==> config.mk <==
export PLATFORM = sky130hd
export DESIGN_NAME = gpio_bank
export DESIGN_NICKNAME = d
export VERILOG_FILES = /design/src/rtl/gpio_bank_pkg.sv /design/src/rtl/gpio_bank_sync.sv /design/src/rtl/gpio_bank_edge.sv /design/src/rtl/gpio_bank_dec.sv /design/src/rtl/gpio_bank.sv
export SDC_FILE = /design/constraint.sdc
export NUM_CORES = 1
export LEC_CHECK = 0
export BUFFER_PORTS_ARGS = -buffer_cell sky130_fd_sc_hd__buf_2
export CAP_MARGIN = 20
export CORE_MARGIN = 4
export CORE_UTILIZATION = 30
export CTS_BUF_LIST = sky130_fd_sc_hd__clkbuf_8
export CTS_CLUSTER_SIZE = 14
export DETAILED_ROUTE_END_ITERATION = 12
export PLACE_DENSITY = 0.56
export SKIP_CTS_REPAIR_TIMING = 1
export SYNTH_ARGS = -nofsm -noshare
export SYNTH_HDL_FRONTEND = slang
export SYNTH_SLANG_ARGS = --single-unit
==> constraint.sdc <==
create_clock -name clk -period 2.9 [get_ports clk]
set_input_delay 0.29 -clock clk [delete_from_list [all_inputs] [get_ports clk]]
set_output_delay 0.29 -clock clk [all_outputs]
set_load 0.005 [all_outputs]
==> src/rtl/gpio_bank_pkg.sv <==
package gpio_bank_pkg;
  localparam int WORD_W = 32;
  typedef enum int {
    GRP_LEVEL = 0,
    GRP_DIR   = 1,
    GRP_SET   = 2,
    GRP_CLR   = 3,
    GRP_RISE  = 4,
    GRP_FALL  = 5,
    GRP_STAT  = 6
  } grp_e;
  localparam int NUM_BIT_GRPS = 7;
endpackage

==> src/rtl/gpio_bank_sync.sv <==
module gpio_bank_sync #(
  parameter int W = 64
) (
  input  logic         clk,
  input  logic         rst_n,
  input  logic [W-1:0] async_in,
  output logic [W-1:0] sync_out
);
  logic [W-1:0] stage1_q;
  logic [W-1:0] stage2_q;

  always_ff @(posedge clk or negedge rst_n) begin
    if (!rst_n) begin
      stage1_q <= '0;
      stage2_q <= '0;
    end else begin
      stage1_q <= async_in;
      stage2_q <= stage1_q;
    end
  end

  assign sync_out = stage2_q;
endmodule

==> src/rtl/gpio_bank_edge.sv <==
module gpio_bank_edge #(
  parameter int W = 64
) (
  input  logic         clk,
  input  logic         rst_n,
  input  logic [W-1:0] lvl,
  input  logic [W-1:0] rise_en,
  input  logic [W-1:0] fall_en,
  input  logic [W-1:0] clr,
  output logic [W-1:0] sts
);
  logic [W-1:0] prev_q;
  logic [W-1:0] ev;

  assign ev = (lvl & ~prev_q & rise_en) | (~lvl & prev_q & fall_en);

  always_ff @(posedge clk or negedge rst_n) begin
    if (!rst_n) begin
      prev_q <= '0;
      sts    <= '0;
    end else begin
      prev_q <= lvl;
      sts    <= (sts & ~clr) | ev;
    end
  end

  // a detection always lands, even against a clear
  a_r8_edge_not_lost: assert property (@(posedge clk) disable iff (!rst_n)
    (ev != '0) |=> ((sts & $past(ev)) == $past(ev)));

  // a cleared bit with no new edge drops
  a_r7_w1c_clears: assert property (@(posedge clk) disable iff (!rst_n)
    (clr != '0) |=> ((sts & $past(clr & ~ev)) == '0));

  // uncleared bits hold
  a_r7_sticky: assert property (@(posedge clk) disable iff (!rst_n)
    (sts != '0) |=> ((sts & $past(sts & ~clr)) == $past(sts & ~clr)));

  // with no enables no bit can rise
  a_r6_quiet_when_disabled: assert property (@(posedge clk) disable iff (!rst_n)
    (rise_en == '0 && fall_en == '0) |=> ((sts & ~$past(sts)) == '0));
endmodule

==> src/rtl/gpio_bank_dec.sv <==
module gpio_bank_dec #(
  parameter int NW     = 2,
  parameter int ADDR_W = 8,
  localparam int NBIT_WORDS = 7 * NW,
  localparam int NAF_WORDS  = 2 * NW
) (
  input  logic                  en,
  input  logic [ADDR_W-1:0]     addr,
  output logic [NBIT_WORDS-1:0] bit_hit,
  output logic [NAF_WORDS-1:0]  af_hit
);
  for (genvar i = 0; i < NBIT_WORDS; i++) begin : g_bit
    assign bit_hit[i] = en && (addr == ADDR_W'(i));
  end
  for (genvar j = 0; j < NAF_WORDS; j++) begin : g_af
    assign af_hit[j] = en && (addr == ADDR_W'(NBIT_WORDS + j));
  end
endmodule

==> src/rtl/gpio_bank.sv <==
module gpio_bank
  import gpio_bank_pkg::*;
#(
  parameter int NPINS  = 64,
  parameter int ADDR_W = 8
) (
  input  logic                 clk,
  input  logic                 rst_n,
  input  logic                 bus_en,
  input  logic                 bus_we,
  input  logic [ADDR_W-1:0]    bus_addr,
  input  logic [31:0]          bus_wdata,
  output logic                 bus_rvalid,
  output logic [31:0]          bus_rdata,
  input  logic [NPINS-1:0]     pin_in,
  output logic [NPINS-1:0]     pin_out,
  output logic [NPINS-1:0]     pin_oe,
  output logic [2*NPINS-1:0]   pin_af,
  output logic                 irq
);
  localparam int NW         = NPINS / WORD_W;
  localparam int NBIT_WORDS = NUM_BIT_GRPS * NW;
  localparam int NAF_WORDS  = 2 * NW;
  localparam int NMAP       = NBIT_WORDS + NAF_WORDS;

  logic [NPINS-1:0]      lvl, dir_q, out_q, rise_q, fall_q, sts, clr_vec;
  logic [2*NPINS-1:0]    af_q;
  logic [NBIT_WORDS-1:0] bit_hit;
  logic [NAF_WORDS-1:0]  af_hit;
  logic [NPINS-1:0]      grp_val [NUM_BIT_GRPS];
  logic [31:0]           rd_mux;
  logic                  wr_go;

  gpio_bank_sync #(.W(NPINS)) sync_i (
    .clk(clk), .rst_n(rst_n), .async_in(pin_in), .sync_out(lvl));

  gpio_bank_dec #(.NW(NW), .ADDR_W(ADDR_W)) dec_i (
    .en(bus_en), .addr(bus_addr), .bit_hit(bit_hit), .af_hit(af_hit));

  gpio_bank_edge #(.W(NPINS)) edge_i (
    .clk(clk), .rst_n(rst_n), .lvl(lvl), .rise_en(rise_q),
    .fall_en(fall_q), .clr(clr_vec), .sts(sts));

  assign wr_go = bus_en && bus_we;

  always_comb begin
    clr_vec = '0;
    for (int w = 0; w < NW; w++) begin
      if (wr_go && bit_hit[GRP_STAT*NW + w]) clr_vec[w*32 +: 32] = bus_wdata;
    end
  end

  always_ff @(posedge clk or negedge rst_n) begin
    if (!rst_n) begin
      dir_q  <= '0;
      out_q  <= '0;
      rise_q <= '0;
      fall_q <= '0;
      af_q   <= '0;
    end else if (wr_go) begin
      for (int w = 0; w < NW; w++) begin
        if (bit_hit[GRP_DIR*NW + w])  dir_q[w*32 +: 32]  <= bus_wdata;
        if (bit_hit[GRP_SET*NW + w])  out_q[w*32 +: 32]  <= out_q[w*32 +: 32] | bus_wdata;
        if (bit_hit[GRP_CLR*NW + w])  out_q[w*32 +: 32]  <= out_q[w*32 +: 32] & ~bus_wdata;
        if (bit_hit[GRP_RISE*NW + w]) rise_q[w*32 +: 32] <= bus_wdata;
        if (bit_hit[GRP_FALL*NW + w]) fall_q[w*32 +: 32] <= bus_wdata;
      end
      for (int j = 0; j < NAF_WORDS; j++) begin
        if (af_hit[j]) af_q[j*32 +: 32] <= bus_wdata;
      end
    end
  end

  assign grp_val[GRP_LEVEL] = lvl;
  assign grp_val[GRP_DIR]   = dir_q;
  assign grp_val[GRP_SET]   = out_q;
  assign grp_val[GRP_CLR]   = out_q;
  assign grp_val[GRP_RISE]  = rise_q;
  assign grp_val[GRP_FALL]  = fall_q;
  assign grp_val[GRP_STAT]  = sts;

  always_comb begin
    rd_mux = '0;
    for (int g = 0; g < NUM_BIT_GRPS; g++) begin
      for (int w = 0; w < NW; w++) begin
        if (bit_hit[g*NW + w]) rd_mux = grp_val[g][w*32 +: 32];
      end
    end
    for (int j = 0; j < NAF_WORDS; j++) begin
      if (af_hit[j]) rd_mux = af_q[j*32 +: 32];
    end
  end

  always_ff @(posedge clk or negedge rst_n) begin
    if (!rst_n) begin
      bus_rvalid <= 1'b0;
      bus_rdata  <= '0;
    end else begin
      bus_rvalid <= bus_en && !bus_we;
      bus_rdata  <= (bus_en && !bus_we) ? rd_mux : '0;
    end
  end

  for (genvar p = 0; p < NPINS; p++) begin : g_pin
    assign pin_oe[p] = dir_q[p] && (af_q[2*p +: 2] == 2'b00);
  end

  assign pin_out = out_q;
  assign pin_af  = af_q;
  assign irq     = |sts;

  // write-one-to-set on the first set word
  a_r5_set_word0: assert property (@(posedge clk) disable iff (!rst_n)
    (wr_go && bus_addr == ADDR_W'(GRP_SET*NW))
      |=> ((pin_out[31:0] & $past(bus_wdata)) == $past(bus_wdata)));

  // write-one-to-clear on the first clear word
  a_r5_clr_word0: assert property (@(posedge clk) disable iff (!rst_n)
    (wr_go && bus_addr == ADDR_W'(GRP_CLR*NW))
      |=> ((pin_out[31:0] & $past(bus_wdata)) == '0));

  // unmapped reads return zero
  a_r11_unmapped_zero: assert property (@(posedge clk) disable iff (!rst_n)
    (bus_en && !bus_we && int'(bus_addr) >= NMAP) |=> (bus_rdata == '0));
endmodule

# --- After elaboration in Yosys (flattened, before gate mapping) ---
# Index checks and enable logic that the tools add are counted.
# W data, S select, Z words.
word_totals:
  ff_bits: 673
  in_bits: 108
  out_inout_bits: 290
  elab_cells: 242
op_classes:
  n_eq_ne: 17
  n_mux: 25
  n_bitwise: 15
  reduce_logical: 167
ops:
  columns: ["operator", "n"]
  rows:
  - ["$mux W32", 25]
  - ["$and A64 B64 Y64", 5]
  - ["$not A64 Y64", 3]
  - ["$logic_not A2 Y1", 64]
  - ["$or A64 B64 Y64", 2]
  - ["$logic_and A1 B1 Y1", 86]
  - ["$and A32 B32 Y32", 2]
  - ["$eq A8 B4 Y1 const B", 8]
  - ["$or A32 B32 Y32", 2]
  - ["$reduce_or A64 Y1", 1]
  - ["$eq A8 B3 Y1 const B", 4]
  - ["$not A32 Y32", 1]
  - ["$reduce_and A2 Y1", 12]
  - ["$eq A8 B2 Y1 const B", 2]
  - ["$eq A8 B5 Y1 const B", 2]
  - ["$eq A8 B1 Y1 const B", 1]
  - ["$logic_not A8 Y1", 1]
  - ["$reduce_bool A2 Y1", 2]
  - ["$logic_not A1 Y1", 1]

# --- Depth between registers and ports, before layout ---
logic_depth:
  depth_word: 21
  ltp_mapped: 10
  ltp_nobuf: 6

# --- Modules after synthesis ---
# From an unflattened synthesis, not the netlist that was laid out.
unflattened:
  hier_cells: 2482
  hier_area_um2: 29470.8
modules_own_cells:
  columns: ["mod", "n_inst", "cells_each", "area_per_inst_um2"]
  rows:
  - ["gpio_bank", 1, 1937, 20905.0]
  - ["gpio_bank_edge", 1, 384, 5124.9]
  - ["gpio_bank_sync", 1, 128, 3203.1]
  - ["gpio_bank_dec", 1, 33, 237.7]

# --- Worst setup path after synthesis ---
# OpenSTA, ideal clock, no wires.
synth_timing:
  kind: "input to register"
  from: "in bus_addr[7]"
  to: "reg fall_q[10]"
  t_arrival_ns: 2.098
  required_ns: 2.775
  slack_ns: 0.677
  path_stages: 7
  path_buffers: 3
  cell_sequence: "or4_1 buf_2 or3_1 buf_6 nor2_4 buf_6 mux2_2"
synth_via:
  elab_chain_cells: 3
synth_lines:
  columns: ["item", "line_no", "source"]
  rows:
  - ["start: declaration", "gpio_bank.sv:11", "input logic [ADDR_W-1:0] bus_addr,"]
  - ["$eq A8 B4 Y1", "gpio_bank_dec.sv:13", "assign bit_hit[i] = en && (addr == ADDR_W'(i));"]
  - ["$logic_and A1 B1 Y1", "gpio_bank_dec.sv:13", null]
  - ["$reduce_and A2 Y1 (no source line)", null, null]
  - ["end signal: indexed assignment", "gpio_bank.sv:66", "if (bit_hit[GRP_FALL*NW + w]) fall_q[w*32 +: 32] <= bus_wdata;"]
  - ["end: declaration", "gpio_bank.sv:26", "logic [NPINS-1:0] lvl, dir_q, out_q, rise_q, fall_q, sts, clr_vec;"]
# No other way between the ends.
# A chain may end at the register's enable or synchronous reset.

# --- Final worst setup path ---
layout_timing:
  from: "reg edge_i.sts[24]"
  to: "out irq"
layout_via:
  elab_chain_cells: 1
layout_lines:
  columns: ["item", "line_no", "source"]
  rows:
  - ["start: declaration", "gpio_bank_edge.sv:10", "output logic [W-1:0] sts"]
  - ["start signal: assignment", "gpio_bank_edge.sv:23", "sts <= (sts & ~clr) | ev;"]
  - ["$reduce_or A64 Y1", "gpio_bank.sv:110", "assign irq = |sts;"]
  - ["end: declaration", "gpio_bank.sv:19", "output logic irq"]
# No other way between the ends.

==> results.ini <==
[global_route]
track_usage=0.2831
grt_pass1_vias=26100
overflow=0
antenna_found_initial=8
grt_max_degree=95
grt_pass1_wl_um=213500

[finish]
regArea_mm2=0.01684
multi_input_area_mm2=0.01243
fillCellCount=9779
area_delta_synth_final_pct=28.31
nets=3371
drive_above_1_share=0.3464

[detailed_routing]
wl_um=153700
wl_per_cell_um=33.04
drt-pass1-iter-count=6
antenna_left=0
vias_per_cell=5.803
num_vias=27000
drtIter0Drc=3235
drc=0

[placed_design]
place_hpwl_um=116000
finalWeightedCongestion=1.021
port_buffers=397

[logic_synthesis]
synth_top_area_cell=dfrtp_1
syn_area_mm2=0.03009
ys_warn_count=0
postSynthCellCount=2619
ys_seq_area_frac=0.5597
synth_top_cell_area_share=0.5597
synthTopCellsByCount=dfrtp_1 (673), mux2_2 (273), nand2_1 (273)
syn_nets=2727
synth_seq_cells=673
yosys-top-cells-area=dfrtp_1 (56%), mux2_2 (10%), nand2_1 (3.4%), a21oi_1 (3.1%), o21ai_0 (2.2%)
synth-edff-count=0
syn_area_per_cell_um2=11.49
yosysMostFrequentCell=dfrtp_1
async_reset_ff_frac=1.000
synthFlopType=dfrtp_1
synth_cell_types=80

[timing]
worst_pin_slew_ps=827.6
min_period_ps=3002
setup_ws_ps=-101.5
hold_viol=0
setup_violations=1
max_slew_margin=0.4425
maxSlewViolCount=0
rsz0062_at_grt=yes
fmax_mhz=333.2
fin_crit_sh=1.035
finClkSkew_ps=35.88
tns_ps=-101.5

[die]
initial_core_util=0.3039
rows=115
chipHeight_um=324.7
core_area_mm2=0.09899
num_io_pins=398
die_x_um=324.7
design.die.area_mm2=0.1054

[flow_run]
maxCapViolations=0

[run_status]
status=finished with violations
violations=negative setup slack

[clock_tree]
clk_path_buf_depth=3
htreeDepth=3
cts_tree=built
path_clk_slew_ps=60
insertion_delay_ps=780
cts-root-buf=clkbuf_8
cts_num_sinks=673
cts_buffers=117

[setup_path]
start_kind=flop
rrSetupSlack_ps=390
cp-end-kind=output port
cp_data_arrival_time_ps=2710
critical_path_class=reg2out
rr_endpoint=bus_rdata[12]
rr_startpoint=dir_q[44]
crit_start=edge_i.sts[24]
cp_slowest_stage_delay_ps=590
cp-endpoint=irq
reg2reg_depth=8
required_ps=2610
path_max_fanout=3
cpMaxStageDelayCell=or4_4
crit_chain=nor4_2 > nand4_1 > or4_4 > buf_6

[power]
cellPowerDensity_mw_per_mm2=540.5
p_leak_nw=18.30
ir_drop_mv=0.2979
total_power_w=0.02087

[hold_path]
hold_class=in2reg

==> kinds of logic after synthesis <==
family,after synthesis,share of synthesized area
buffers and inverters,215,0.03293
AOI/OAI and AO/OA,702,0.1500
DFF,673,0.5597
muxes,376,0.1420
and+or+nand+nor,653,0.1153
==> routing by layer <==
metal / wire [µm] / track usage / vias to the layer above
met4: 7053 / 0.1144 / 4
met3: 15810 / 0.07946 / 334
met1: 65330 / 0.3926 / 13980
li1: - / - / 11040
met2: 65480 / 0.4173 / 1639
met5: 31 / 0 / -
==> where the power goes <==
part           leakage, nW  switching (W)  internal, W  total [W]
registers             8.58       0.000309      0.00964    0.00994
clock network         1.41        0.00421      0.00507    0.00928
logic                 8.31        0.00107     0.000573    0.00164
total                 18.3        0.00559       0.0153     0.0209
==> state kept, by name, indices dropped and copies added, names as in the netlist, named ones only <==
signal / flops
pin_af: 128
dir_q: 64
edge_i.prev_q: 64
edge_i.sts: 64
fall_q: 64
rise_q: 64
sync_i.stage1_q: 64
sync_i.sync_out: 64
bus_rdata: 32
bus_rvalid: 1
==> critical path: cells and delay by family, from the launching register on <==
family        cells  cell delay, ps
simple gates      3            1350
flops             1             430
buf+inv           1             160
==> layout by cell type (no fill, tap or decap), drive strengths merged, types with 29 or more instances in the layout <==
| cell | count |
|---|---|
| a21oi | 186 |
| a31oi | 94 |
| buf | 639 |
| clkbuf | 149 |
| dfrtp | 673 |
| dlygate4sd3 | 83 |
| inv | 53 |
| mux2 | 328 |
| mux2i | 40 |
| nand2 | 273 |
| nand3 | 32 |
| nand3b | 70 |
| nor2 | 91 |
| nor3 | 29 |
| nor3b | 61 |
| o211ai | 73 |
| o21ai | 135 |
==> area by class of cell <==
type / count / area share
clock buffers: 149 / 0.05312
multi-input cells: 1731 / 0.3219
repair buffers: 722 / 0.1330
clock inverters: 67 / 0.01186
inverters: 18 / 0.001750
flip-flops and latches: 673 / 0.4363
diodes: 6 / 0.0003889
well taps: 1287 / 0.04171
==> stage by stage <==
stage	worst slack [ps]	instances	area, µm²	utilization	hold WS (ps)
6_report	-101.5	4653	38610	0.3900	16.81
5_1_grt	-118.5	4648	38590	0.3899	2.891
4_1_cts	-455.3	4563	37650	0.3803	-552.9
3_5_place_dp	-14.34	4347	35140	0.3550	298.7
3_3_place_gp	-37.69	4347	35140	0.3550	295.4
2_1_floorplan	677.4	2619	30090	-	-5.591
==> worst min-delay path by stage <==
stage / depth (start not counted) / from / endpoint
finish: 2 / bus_wdata[26] / flop
global route: 2 / bus_wdata[26] / flop
CTS: 1 / rst_n / sync_i.stage1_q[58]
detailed placement: 1 / rst_n / sync_i.stage1_q[58]
global placement: 1 / rst_n / sync_i.stage1_q[58]
floorplan: 0 / rst_n / async pin
Power figures use the tool's default switching activity.
